$ cat src/rtl/rr_pkg.sv
// Package: shared types of the readout serializer.
// Assumes nothing beyond IEEE 1800-2017.
package rr_pkg;

    // Which source filled the word currently being shifted out.
    typedef enum logic [1:0] {
        SRC_NONE = 2'd0,
        SRC_FIFO = 2'd1,
        SRC_TEMP = 2'd2
    } rr_src_e;

endpackage

$ cat src/rtl/rr_edge_sync.sv
// Module: rr_edge_sync
// Brings N asynchronous levels into the clk domain with a two-flop
// synchronizer each, and reports the synchronized level plus one-cycle
// rise and fall pulses. Assumes every input is stable for at least
// three clk periods between changes.
module rr_edge_sync #(
    parameter int          N          = 2,
    parameter logic [N-1:0] RESET_LVL = '0
) (
    input  logic         clk,
    input  logic         rst_n,
    input  logic [N-1:0] async_in,
    output logic [N-1:0] level,
    output logic [N-1:0] rise,
    output logic [N-1:0] fall
);

    genvar g;
    generate
        for (g = 0; g < N; g++) begin : g_bit
            logic s1, s2, s3;

            // Two synchronizer stages plus one history stage per bit.
            always_ff @(posedge clk) begin
                if (!rst_n) begin
                    s1 <= RESET_LVL[g];
                    s2 <= RESET_LVL[g];
                    s3 <= RESET_LVL[g];
                end else begin
                    s1 <= async_in[g];
                    s2 <= s1;
                    s3 <= s2;
                end
            end

            // Edge pulses from the synchronized level and its history.
            always_comb begin
                level[g] = s2;
                rise[g]  = s2 & ~s3;
                fall[g]  = ~s2 & s3;
            end
        end
    endgenerate

endmodule

$ cat src/rtl/rr_source_sel.sv
// Module: rr_source_sel
// Holds the single temperature result and picks the word to send next:
// a pending temperature code, else the FIFO head, else zero. Results are
// padded with leading zeros to the word width. When the shifter reports
// a fully sent word, the chosen source is consumed: the FIFO is popped,
// or the temperature flag is cleared unless a newer code arrived after
// the word was loaded. Assumes load and done never coincide.
module rr_source_sel
    import rr_pkg::*;
#(
    parameter int RES_W  = 12,
    parameter int WORD_W = 16
) (
    input  logic              clk,
    input  logic              rst_n,
    input  logic              temp_wr,
    input  logic [RES_W-1:0]  temp_code,
    input  logic              fifo_empty,
    input  logic [RES_W-1:0]  fifo_data,
    input  logic              load,
    input  logic              done,
    output logic [WORD_W-1:0] word,
    output logic              fifo_pop,
    output logic              temp_valid
);

    localparam int PAD_W = WORD_W - RES_W;

    logic [RES_W-1:0] temp_q;
    logic             temp_dirty;
    rr_src_e          src_next;
    rr_src_e          src_q;

    // Priority choice of the next source and its padded word.
    always_comb begin
        if (temp_valid) begin
            src_next = SRC_TEMP;
            word     = {{PAD_W{1'b0}}, temp_q};
        end else if (!fifo_empty) begin
            src_next = SRC_FIFO;
            word     = {{PAD_W{1'b0}}, fifo_data};
        end else begin
            src_next = SRC_NONE;
            word     = '0;
        end
    end

    // Remember which source the word in flight came from.
    always_ff @(posedge clk) begin
        if (!rst_n)
            src_q <= SRC_NONE;
        else if (load)
            src_q <= src_next;
    end

    // Temperature register, pending flag, and newer-write marker.
    always_ff @(posedge clk) begin
        if (!rst_n) begin
            temp_q     <= '0;
            temp_valid <= 1'b0;
            temp_dirty <= 1'b0;
        end else if (temp_wr) begin
            temp_q     <= temp_code;
            temp_valid <= 1'b1;
            temp_dirty <= 1'b1;
        end else begin
            if (load && temp_valid)
                temp_dirty <= 1'b0;
            if (done && src_q == SRC_TEMP && !temp_dirty)
                temp_valid <= 1'b0;
        end
    end

    // One-cycle pop once a FIFO word has been fully sent.
    always_ff @(posedge clk) begin
        if (!rst_n)
            fifo_pop <= 1'b0;
        else
            fifo_pop <= done && (src_q == SRC_FIFO);
    end

endmodule

$ cat src/rtl/rr_shifter.sv
// Module: rr_shifter
// Parallel-in, serial-out register driven by synchronized SPI events.
// Loads a word when chip select becomes active and again on the first
// falling SCLK edge after each completed word. Advances one bit per
// falling edge and counts rising edges to flag a fully sampled word.
// Assumes SPI mode 0 (SCLK idle low). The output is forced low while
// chip select is inactive.
module rr_shifter #(
    parameter int WORD_W = 16
) (
    input  logic              clk,
    input  logic              rst_n,
    input  logic              active,
    input  logic              start,
    input  logic              sclk_rise,
    input  logic              sclk_fall,
    input  logic [WORD_W-1:0] word,
    output logic              load,
    output logic              done,
    output logic              dout
);

    localparam int CNT_W = $clog2(WORD_W);
    localparam logic [CNT_W-1:0] LAST = CNT_W'(WORD_W - 1);

    logic [WORD_W-1:0] shreg;
    logic [CNT_W-1:0]  cnt;
    logic              reload_q;

    // Load request at frame start or at the boundary after a word.
    always_comb load = start | (active & sclk_fall & reload_q);

    // Shift register: parallel load or one-bit advance on falling SCLK.
    always_ff @(posedge clk) begin
        if (!rst_n)
            shreg <= '0;
        else if (load)
            shreg <= word;
        else if (active && sclk_fall)
            shreg <= {shreg[WORD_W-2:0], 1'b0};
    end

    // Rising-edge counter, word-boundary marker and completion pulse.
    always_ff @(posedge clk) begin
        if (!rst_n) begin
            cnt      <= '0;
            reload_q <= 1'b0;
            done     <= 1'b0;
        end else begin
            done <= 1'b0;
            if (!active || start) begin
                cnt      <= '0;
                reload_q <= 1'b0;
            end else begin
                if (load)
                    reload_q <= 1'b0;
                if (sclk_rise) begin
                    if (cnt == LAST) begin
                        cnt      <= '0;
                        reload_q <= 1'b1;
                        done     <= 1'b1;
                    end else begin
                        cnt <= cnt + 1'b1;
                    end
                end
            end
        end
    end

    // Registered serial output, held low outside a frame.
    always_ff @(posedge clk) begin
        if (!rst_n)
            dout <= 1'b0;
        else
            dout <= active ? shreg[WORD_W-1] : 1'b0;
    end

endmodule

$ cat src/rtl/rr_readout_serializer.sv
// Module: rr_readout_serializer (top)
// Serial readout of converter results: a pending temperature code first,
// then FIFO entries, then zeros, each as a zero-padded word sent MSB
// first. SPI mode 0 slave whose pins are oversampled by clk. Assumes each
// SCLK phase lasts at least five clk periods and that the FIFO presents
// its head word while fifo_empty is low.
module rr_readout_serializer #(
    parameter int RES_W  = 12,
    parameter int WORD_W = 16
) (
    input  logic             clk,
    input  logic             rst_n,
    input  logic             spi_cs_n,
    input  logic             spi_sclk,
    output logic             spi_dout,
    input  logic             fifo_empty,
    input  logic [RES_W-1:0] fifo_data,
    output logic             fifo_pop,
    input  logic             temp_wr,
    input  logic [RES_W-1:0] temp_code
);

    logic [1:0]        pin_lvl, pin_rise, pin_fall;
    logic              cs_idle, cs_start, active;
    logic              word_load, word_done, temp_valid;
    logic [WORD_W-1:0] next_word;

    // Bit 0 is chip select (resets idle high), bit 1 is SCLK (idle low).
    rr_edge_sync #(.N(2), .RESET_LVL(2'b01)) u_sync (
        .clk      (clk),
        .rst_n    (rst_n),
        .async_in ({spi_sclk, spi_cs_n}),
        .level    (pin_lvl),
        .rise     (pin_rise),
        .fall     (pin_fall)
    );

    // Frame state taken from the synchronized chip select.
    always_comb begin
        cs_idle  = pin_lvl[0];
        active   = ~pin_lvl[0];
        cs_start = pin_fall[0];
    end

    rr_source_sel #(.RES_W(RES_W), .WORD_W(WORD_W)) u_src (
        .clk        (clk),
        .rst_n      (rst_n),
        .temp_wr    (temp_wr),
        .temp_code  (temp_code),
        .fifo_empty (fifo_empty),
        .fifo_data  (fifo_data),
        .load       (word_load),
        .done       (word_done),
        .word       (next_word),
        .fifo_pop   (fifo_pop),
        .temp_valid (temp_valid)
    );

    rr_shifter #(.WORD_W(WORD_W)) u_shift (
        .clk       (clk),
        .rst_n     (rst_n),
        .active    (active),
        .start     (cs_start),
        .sclk_rise (pin_rise[1]),
        .sclk_fall (pin_fall[1]),
        .word      (next_word),
        .load      (word_load),
        .done      (word_done),
        .dout      (spi_dout)
    );

endmodule

$ cat config.mk
export PLATFORM = sky130hd
export DESIGN_NAME = rr_readout_serializer
export DESIGN_NICKNAME = d
export VERILOG_FILES = /design/src/rtl/rr_pkg.sv /design/src/rtl/rr_edge_sync.sv /design/src/rtl/rr_source_sel.sv /design/src/rtl/rr_shifter.sv /design/src/rtl/rr_readout_serializer.sv
export SDC_FILE = /design/constraint.sdc
export NUM_CORES = 1
export LEC_CHECK = 0
export BUFFER_PORTS_ARGS = -buffer_cell sky130_fd_sc_hd__buf_2
export CAP_MARGIN = 20
export CORE_AREA = 2 2 60 76
export CTS_BUF_LIST = sky130_fd_sc_hd__clkbuf_4 sky130_fd_sc_hd__clkbuf_8 sky130_fd_sc_hd__clkbuf_16
export DETAILED_ROUTE_END_ITERATION = 10
export DIE_AREA = 0 0 62 78
export MAX_ROUTING_LAYER = met4
export PLACE_DENSITY = 0.73
export SLEW_MARGIN = 10
export SYNTH_ARGS = -nofsm -noshare
export SYNTH_HDL_FRONTEND = slang
export SYNTH_HIERARCHICAL = 1
export SYNTH_SLANG_ARGS = --single-unit
export TNS_END_PERCENT = 1
$ cat constraint.sdc
create_clock -name clk -period 1.4 [get_ports clk]
set_input_delay 0.42 -clock clk [delete_from_list [all_inputs] [get_ports clk]]
set_output_delay 0.42 -clock clk [all_outputs]
set_load 0.005 [all_outputs]
## Word level (Yosys, flattened, before mapping)

Index checks and enable logic that the tools add are counted.

- Bits of input ports: 30
- Register bits after elaboration: 46
- Output and inout bits: 2

- Bitwise operators: 11
- Eq/ne operators: 3
- Muxes and demuxes: 15
- Reduce and logical (&&, ||, !) cells: 13
- $add $sub $neg: 1

Operators by type and width:

| kind | count |
|---|---|
| $mux 16 | 3 |
| $mux 12 | 1 |
| $mux 1 | 9 |
| $reduce_bool 2->1 | 3 |
| $and 1x1->1 | 5 |
| $logic_and 1x1->1 | 5 |
| $not 1->1 | 5 |
| $add 4x1->4 const B | 1 |
| $eq 4x4->1 const B | 1 |
| $mux 4 | 1 |
| $reduce_or 2->1 | 2 |
| $reduce_or 3->1 | 1 |
| $eq 2x1->1 const B | 1 |
| $eq 2x2->1 const B | 1 |
| $mux 2 | 1 |
| $logic_not 1->1 | 1 |
| $logic_or 1x1->1 | 1 |
| $or 1x1->1 | 1 |

## Longest topological paths before layout

Gate-level depths: netlist of the first run.

- Word-level depth: 8
- Mapped depth: 7
- Depth with buffers taken out: 5

## By module

The synthesis of the first run kept the hierarchy.

By module, submodules not included:

| module | sequential area each (um2) | area an instance (um2) | instances | cells each |
|---|---|---|---|---|
| rr_shifter | 460.4 | 959.7 | 1 | 116 |
| rr_source_sel | 340.3 | 837.1 | 1 | 77 |
| rr_edge_sync | 120.1 | 197.7 | 1 | 18 |
| rr_readout_serializer | 0.0 | 3.8 | 1 | 1 |

## Worst setup path before layout of the first run

Ideal clock, no wire load.

- Path type: register -> register
- Start: register u_sync.g_bit[0].s3
- End: register u_src.temp_dirty
- Arrival: 1.323 ns
- Data required time: 1.285 ns
- Buffers on the path: 1
- Stages on the path, launching flop included: 7
- Setup slack: -0.037 ns
- Period minus slack after synthesis: 1.437 ns
- Cell sequence: dfxtp_1 -> nor2b_1 -> nor2_2 -> buf_4 -> nor2_1 -> a21boi_0 -> o21a_1

- Longest elaborated chain between the ends: 4

RTL lines:

| element | line | text |
|---|---|---|
| from (decl) | rr_edge_sync.sv:21 | `logic s1, s2, s3;` |
| from (signal assigned) | rr_edge_sync.sv:28 | `s3 <= RESET_LVL[g];` |
| $and 1x1->1 | rr_edge_sync.sv:40 | `fall[g] = ~s2 & s3;` |
| via pin_fall[0] | rr_readout_serializer.sv:23 | `logic [1:0] pin_lvl, pin_rise, pin_fall;` |
| $or 1x1->1 | rr_shifter.sv:31 | `always_comb load = start \| (active & sclk_fall & reload_q);` |
| via word_load | rr_readout_serializer.sv:25 | `logic word_load, word_done, temp_valid;` |
| $logic_and 1x1->1 | rr_source_sel.sv:67 | `if (load && temp_valid)` |
| $reduce_bool 2->1 (no source line) | n/a |  |
| to (signal assigned) | rr_source_sel.sv:61 | `temp_dirty <= 1'b0;` |
| to (signal assigned) | rr_source_sel.sv:65 | `temp_dirty <= 1'b1;` |
| to (signal assigned) | rr_source_sel.sv:68 | `temp_dirty <= 1'b0;` |
| to (decl) | rr_source_sel.sv:30 | `logic temp_dirty;` |

The timed path passes the listed nets, and every way through them passes these cells.
A chain may end at the register's enable or synchronous reset.

## Worst setup path in the final report of the first run

- Start: register u_sync.g_bit[1].s3
- End: register u_src.temp_dirty

- Longest elaborated chain between the ends: 6

RTL lines:

| element | line |
|---|---|
| from (decl) | rr_edge_sync.sv:21 |
| from (signal assigned) | rr_edge_sync.sv:28 |
| $and 1x1->1 | rr_edge_sync.sv:40 |
| via pin_fall[1] | rr_readout_serializer.sv:23 |
| $and 1x1->1 (2 in series) | rr_shifter.sv:31 |
| $or 1x1->1 | rr_shifter.sv:31 |
| via word_load | rr_readout_serializer.sv:25 |
| $logic_and 1x1->1 | rr_source_sel.sv:67 |
| $reduce_bool 2->1 (no source line) | n/a |

The timed path passes the listed nets, and every way through them passes these cells.

==> out/results.tsv, run 1 <==
metric	value	unit
avgRoutedWirePerCell	12.12	um
antenna_found_initial	0	
grt_start_max_net_pins	17	
cts_max_level	2	
drc	0	
yosys_warnings	6	
rrSetupSlack	0.13	ns
drtPass1Iterations	4	
synth_area	1984	sq um
cp_max_fo	4	
grt_overflow	0	
hold_class	in2reg	
wl	3.623	mm
first_global_vias	1340	
status	finished, final reports clean	
fillCellCount	358	
syn_area_per_cell	9.450	sq um
fin_setup_tns	0	ns
drive_above_1_share	0.2305	
min_path_cells	2	
rsz0062_at_grt	false	
core_area	4066	sq um
die_area	4836	sq um
p_leak	0.9654	nW
insertedDiodeCount	0	
clk_pin_slew	0.09	ns
r2r_start	u_sync/g_bit[1].s3$_SDFF_PN0_	
clockRootBuffer	clkbuf_8	
ant_nets	0	
clk_path_buf_depth	2	
cts_tree	yes	
die_w	62	um
slew_viol_final	0	
gp_congestion	0.7487	
power_per_cell_area	1229	nW/um^2
num_rows	26	
vias	1505	
synthCells	210	
cts.sinks	46	
maxCapViolations	0	
ir_drop	0.7348	mV
dp_slack	0.03592	ns
vias_per_cell	5.033	
critPathRequiredTime	1.60	ns
worst_hold_path.endpoint	u_sync/g_bit[0].s1$_SDFF_PN1_	
skew	0.006704	ns
die_h	78	um
post_cts_buffers	0	
num-nets-final	273	
worstRegToRegCells	5	
start_util	0.4880	
numPortBuffers	31	
period_needed	1.269	ns
grt_pass1_wl	5.865	mm
hp-start	spi_cs_n	
cp-end-kind	flip-flop	
setup_viol	0	
io_pins	32	
r2r_end	u_src/temp_dirty$_SDFFE_PN0P_	
max_freq	788.1	MHz
hpwlAfterDp	2.498	mm
syn2layout_area_growth	15.32	%
grt_usage	0.1656	
start_kind	flip-flop	
hold_viol_final	0	
cts_buffers	5	
hold_slack	0.2988	ns
drtIter0Drc	40	
timing.final.crit_share	0.9064	
crit_type	reg2reg	
timing.final.ws_setup	0.1311	ns
clk_latency	0.30	ns
crit_arrival	1.47	ns
[layout make-up]
| class | instances | area (sq um) | area share |
|---|---|---|---|
| tap | 56 | 70.07 | 0.03062 |
| inverter | 1 | 3.754 | 0.001640 |
| clock inverter | 3 | 68.82 | 0.03007 |
| sequential | 46 | 920.9 | 0.4024 |
| clock buffer | 5 | 68.82 | 0.03007 |
| multi-input combinational | 149 | 928.4 | 0.4057 |
| timing repair buffer | 39 | 227.7 | 0.09951 |
[registers in the layout (all words and copies together) (netlist names)]
register	cells
u_src/temp_valid	1
u_src/temp_q	12
u_shift/cnt	4
u_src/fifo_pop	1
u_src/src_q	2
u_sync/g_bit.s1	2
u_sync/g_bit.s2	2
u_shift/done	1
u_sync/g_bit.s3	2
u_src/temp_dirty	1
u_shift/reload_q	1
u_shift/shreg	16
u_shift/dout	1
[repair_timing]
item	in CTS	in global routing
setup endpoints to repair	1	3
hold buffers	0	0
resized for setup	1	1
pin swaps	0	0
[routing by layer]
metal / up-vias / global-route usage / routed length (um)
li1: 782 / - / -
met3: 7 / 0.05000 / 86
met4: 0 / 0.06383 / 57
met5: - / - / 0
met2: 16 / 0.2563 / 1795
met1: 700 / 0.1967 / 1684
[worst max-delay path: stages, from the launching register on]
cell and delay, ns:
dfxtp_1 0.33, nor2b_1 0.23, a21oi_2 0.10, nor2_2 0.21
a21boi_0 0.12, o21a_1 0.18
[through the flow]
| stage | cell area, sq um | total power, mW | util | cells |
|---|---|---|---|---|
| CTS | 2286 | 2.848 | 0.5622 | 299 |
| detailed placement | 2148 | 1.685 | 0.5283 | 291 |
| global placement | 2148 | 1.682 | 0.5283 | 291 |
| floorplan | 1998 | 1.615 | - | 213 |
| global route | 2288 | 2.936 | 0.5628 | 299 |
| finish | 2288 | 2.812 | 0.5628 | 299 |
[layout by cell type, fill, tap and decap left out, types with 2 or more instances in the layout]
master,instances
nand2b_1,4
a21oi_2,3
nand2_1,21
clkbuf_8,5
and2_1,3
nor2_2,2
buf_2,31
mux2i_1,14
o21ai_0,15
nand4_1,2
a21oi_1,29
nor2b_1,16
buf_4,7
o21a_1,2
bufinv_16,2
dfxtp_1,46
conb_1,4
nor2_1,5
xor2_1,2
a21boi_0,2
a22o_1,12
[how the worst max path moves through the flow]
stage                                    endpoint                           from  slack (ns)
CTS                 u_src/temp_dirty$_SDFFE_PN0P_  u_sync/g_bit[1].s3$_SDFF_PN0_        0.02
floorplan             u_src/src_q[0]$_SDFFE_PN0P_  u_sync/g_bit[0].s2$_SDFF_PN1_       -0.01
detailed placement  u_shift/shreg[0]$_SDFFE_PN0P_  u_sync/g_bit[0].s2$_SDFF_PN1_        0.04
global placement    u_src/temp_dirty$_SDFFE_PN0P_  u_sync/g_bit[1].s3$_SDFF_PN0_        0.06
finish              u_src/temp_dirty$_SDFFE_PN0P_  u_sync/g_bit[1].s3$_SDFF_PN0_        0.13
global route        u_shift/shreg[0]$_SDFFE_PN0P_  u_sync/g_bit[0].s2$_SDFF_PN1_        0.01
[power breakdown]
part	leakage (nW)	total, mW	internal, mW	switching [mW]
clock network	0.0683	1.16	0.715	0.441
logic	0.521	0.262	0.131	0.131
registers	0.377	1.39	1.36	0.0312
Power figures use the tool's default switching activity.
==> inputs of run 2 (changes only) <==
--- a/config.mk
+++ b/config.mk
@@ -7,12 +7,11 @@
 export LEC_CHECK = 0
 export BUFFER_PORTS_ARGS = -buffer_cell sky130_fd_sc_hd__buf_2
 export CAP_MARGIN = 20
-export CORE_AREA = 2 2 60 76
+export CORE_AREA = 2 2 85 87
 export CTS_BUF_LIST = sky130_fd_sc_hd__clkbuf_4 sky130_fd_sc_hd__clkbuf_8 sky130_fd_sc_hd__clkbuf_16
 export DETAILED_ROUTE_END_ITERATION = 10
-export DIE_AREA = 0 0 62 78
+export DIE_AREA = 0 0 87 89
 export MAX_ROUTING_LAYER = met4
-export PLACE_DENSITY = 0.73
 export SLEW_MARGIN = 10
 export SYNTH_ARGS = -nofsm -noshare
 export SYNTH_HDL_FRONTEND = slang
==> constraint.sdc (replaced) <==
create_clock -name clk -period 1.5 [get_ports clk]
set_input_delay 0.45 -clock clk [delete_from_list [all_inputs] [get_ports clk]]
set_output_delay 0.45 -clock clk [all_outputs]
set_load 0.005 [all_outputs]
==> run 2 against run 1 <==
Effect of this change:
- count of clock-buffer cells in the layout increased by 1
- clock skew increased by 0.0019 ns
- clock power down 37%
- power decreased by 20%
- worst setup slack gained 0.11 ns
- register-to-register slack better by 0.11 ns
- design area is 1.9% lower
- routed wire length increased by 1.9%
- sequential share of layout area is 0.79 points higher
==> out/results.tsv, run 2 (same netlist as run 1, synthesis figures left out) <==
metric	value	unit	change
dp_slack	0.1415	ns	was 0.03592 ns
hold_class	in2reg		unchanged
insertedDiodeCount	0		unchanged
cts_max_level	2		unchanged
io_pins	32		unchanged
met2_length	1.739	mm	was 1.795 mm
timing.final.ws_setup	0.2403	ns	was 0.1311 ns
ctsHoldBuffers	0		unchanged
clkPwrFrac	0.322		was 0.411
drc	0		unchanged
first_global_vias	1428		was 1340
fillCellCount	677		was 358
num-nets-final	272		was 273
grt_overflow	0		unchanged
timing.final.crit_share	0.8398		was 0.9064
p_sw	0.5379	mW	was 0.6031 mW
mostFrequentLayoutCell	dfxtp_1		unchanged
rsz0062_at_grt	false		unchanged
power_per_cell_area	1008	nW/um^2	was 1229 nW/um^2
power_frac_comb	0.104		was 0.093
post_cts_buffers	0		unchanged
p_leak	0.9289	nW	was 0.9654 nW
setup_viol	0		unchanged
skew	0.008559	ns	was 0.006704 ns
numPortBuffers	31		unchanged
cts.sinks	46		unchanged
wl_met3	159	um	was 86 um
hpwlAfterDp	2.572	mm	was 2.498 mm
ant_nets	0		unchanged
critPathRequiredTime	1.69	ns	was 1.60 ns
num_rows	30		was 26
intPower	1.725	mW	was 2.208 mW
highest_layer	met4		unchanged
clk_path_buf_depth	2		unchanged
crit_arrival	1.45	ns	was 1.47 ns
ir_drop	0.6609	mV	was 0.7348 mV
swShare	0.2377		was 0.2145
grt_start_max_net_pins	17		unchanged
drtIter0Drc	55		was 40
die_area	7743	sq um	was 4836 sq um
drive_above_1_share	0.2199		was 0.2305
gp_congestion	0.7443		was 0.7487
clk_latency	0.29	ns	was 0.30 ns
fin_setup_tns	0	ns	unchanged
drtPass1Iterations	4		unchanged
grt_usage	0.1103		was 0.1656
cts_buffers	5		unchanged
largest_registers	u_shift/shreg x16, u_src/temp_q x12, u_shift/cnt x4		unchanged
maxCapViolations	0		unchanged
largest-register	u_shift/shreg		unchanged
period_needed	1.260	ns	was 1.269 ns
avgRoutedWirePerCell	11.50	um	was 12.12 um
clk_pin_slew	0.08	ns	was 0.09 ns
status	finished, final reports clean		unchanged
vias	1476		was 1505
die_w	87	um	was 62 um
slew_viol_final	0		unchanged
crit_type	reg2reg		unchanged
power	2.263	mW	was 2.812 mW
hold_slack	0.3430	ns	was 0.2988 ns
cp-end-kind	flip-flop		unchanged
die_h	89	um	was 78 um
start_kind	flip-flop		unchanged
cts_tree	yes		unchanged
final_cell_mix	dfxtp_1, buf_2, a21oi_1		unchanged
max_freq	793.9	MHz	was 788.1 MHz
m1WireLength	1.743	mm	was 1.684 mm
vias_per_cell	4.598		was 5.033
grt_pass1_wl	6.499	mm	was 5.865 mm
seq_power_share	0.574		was 0.496
start_util	0.2953		was 0.4880
cp_max_fo	4		unchanged
clockRootBuffer	clkbuf_8		unchanged
syn2layout_area_growth	13.11	%	was 15.32%
antenna_found_initial	0		unchanged
hold_viol_final	0		unchanged
core_area	6719	sq um	was 4066 sq um
wl	3.692	mm	was 3.623 mm
largest_reg_flops	16		unchanged
==> run 2: cell types whose count changed in the layout (fill, tap and decap cells not counted), sizes merged <==
cell / delta
clkinv: -1
buf: -1
clkbuf: +1
bufinv: -2
clkinvlp: +1
==> run 2: layer usage <==
metal / GRT usage / up-vias
li1: - / 777
met1: 0.1290 / 660
met2: 0.1804 / 35
met3: 0.03232 / 4
met4: 0.03977 / 0
met5: - / -
==> run 2: through the flow <==
stage	util	std cells	cell area (sq um)
2_1_floorplan	-	213	1996
3_3_place_gp	0.3209	314	2156
4_1_cts	0.3333	321	2240
3_5_place_dp	0.3209	314	2156
6_report	0.3341	321	2245
5_1_grt	0.3341	321	2245
==> run 2: path summary, 6_finish.rpt <==
path	to	slack (ns)	cells after the start	from
min	u_sync/g_bit[0].s1$_SDFF_PN1_	0.34	2	spi_cs_n
max reg2reg	u_src/src_q[1]$_SDFFE_PN0P_	0.24	5	u_sync/g_bit[1].s3$_SDFF_PN0_
max	u_src/src_q[1]$_SDFFE_PN0P_	0.24	5	u_sync/g_bit[1].s3$_SDFF_PN0_
min reg2reg	u_sync/g_bit[0].s2$_SDFF_PN1_	0.43	1	u_sync/g_bit[0].s1$_SDFF_PN1_
==> run 2: what timing repair did <==
item	in CTS	in global routing
setup endpoints to repair	0	3
endpoints found under the hold margin	0	0
resized for setup	0	2
==> run 2: layout make-up <==
class,instances,area [sq um],area share
multi-input cells,149,928.4,0.4136
flip-flops and latches,46,920.9,0.4103
repair buffers,38,207.7,0.09253
well taps,80,100.1,0.04459
clock buffers,6,76.32,0.03400
clock inverters,1,7.507,0.003344
inverters,1,3.754,0.001672
==> run 2: power groups by stage <==
stage | clock (mW) | sequential (mW) | combinational [mW]
floorplan | 0 | 1.32 | 0.188
global placement | 0 | 1.33 | 0.233
detailed placement | 0 | 1.33 | 0.236
CTS | 0.757 | 1.30 | 0.237
global route | 0.801 | 1.31 | 0.269
finish | 0.729 | 1.30 | 0.235
==> run 2: critical path, cell delays in order, from the launching register on <==
cell	delay, ns
dfxtp_1	0.33
nor2b_1	0.24
a21oi_2	0.10
nor2_2	0.20
mux2i_1	0.22
nor2b_1	0.06
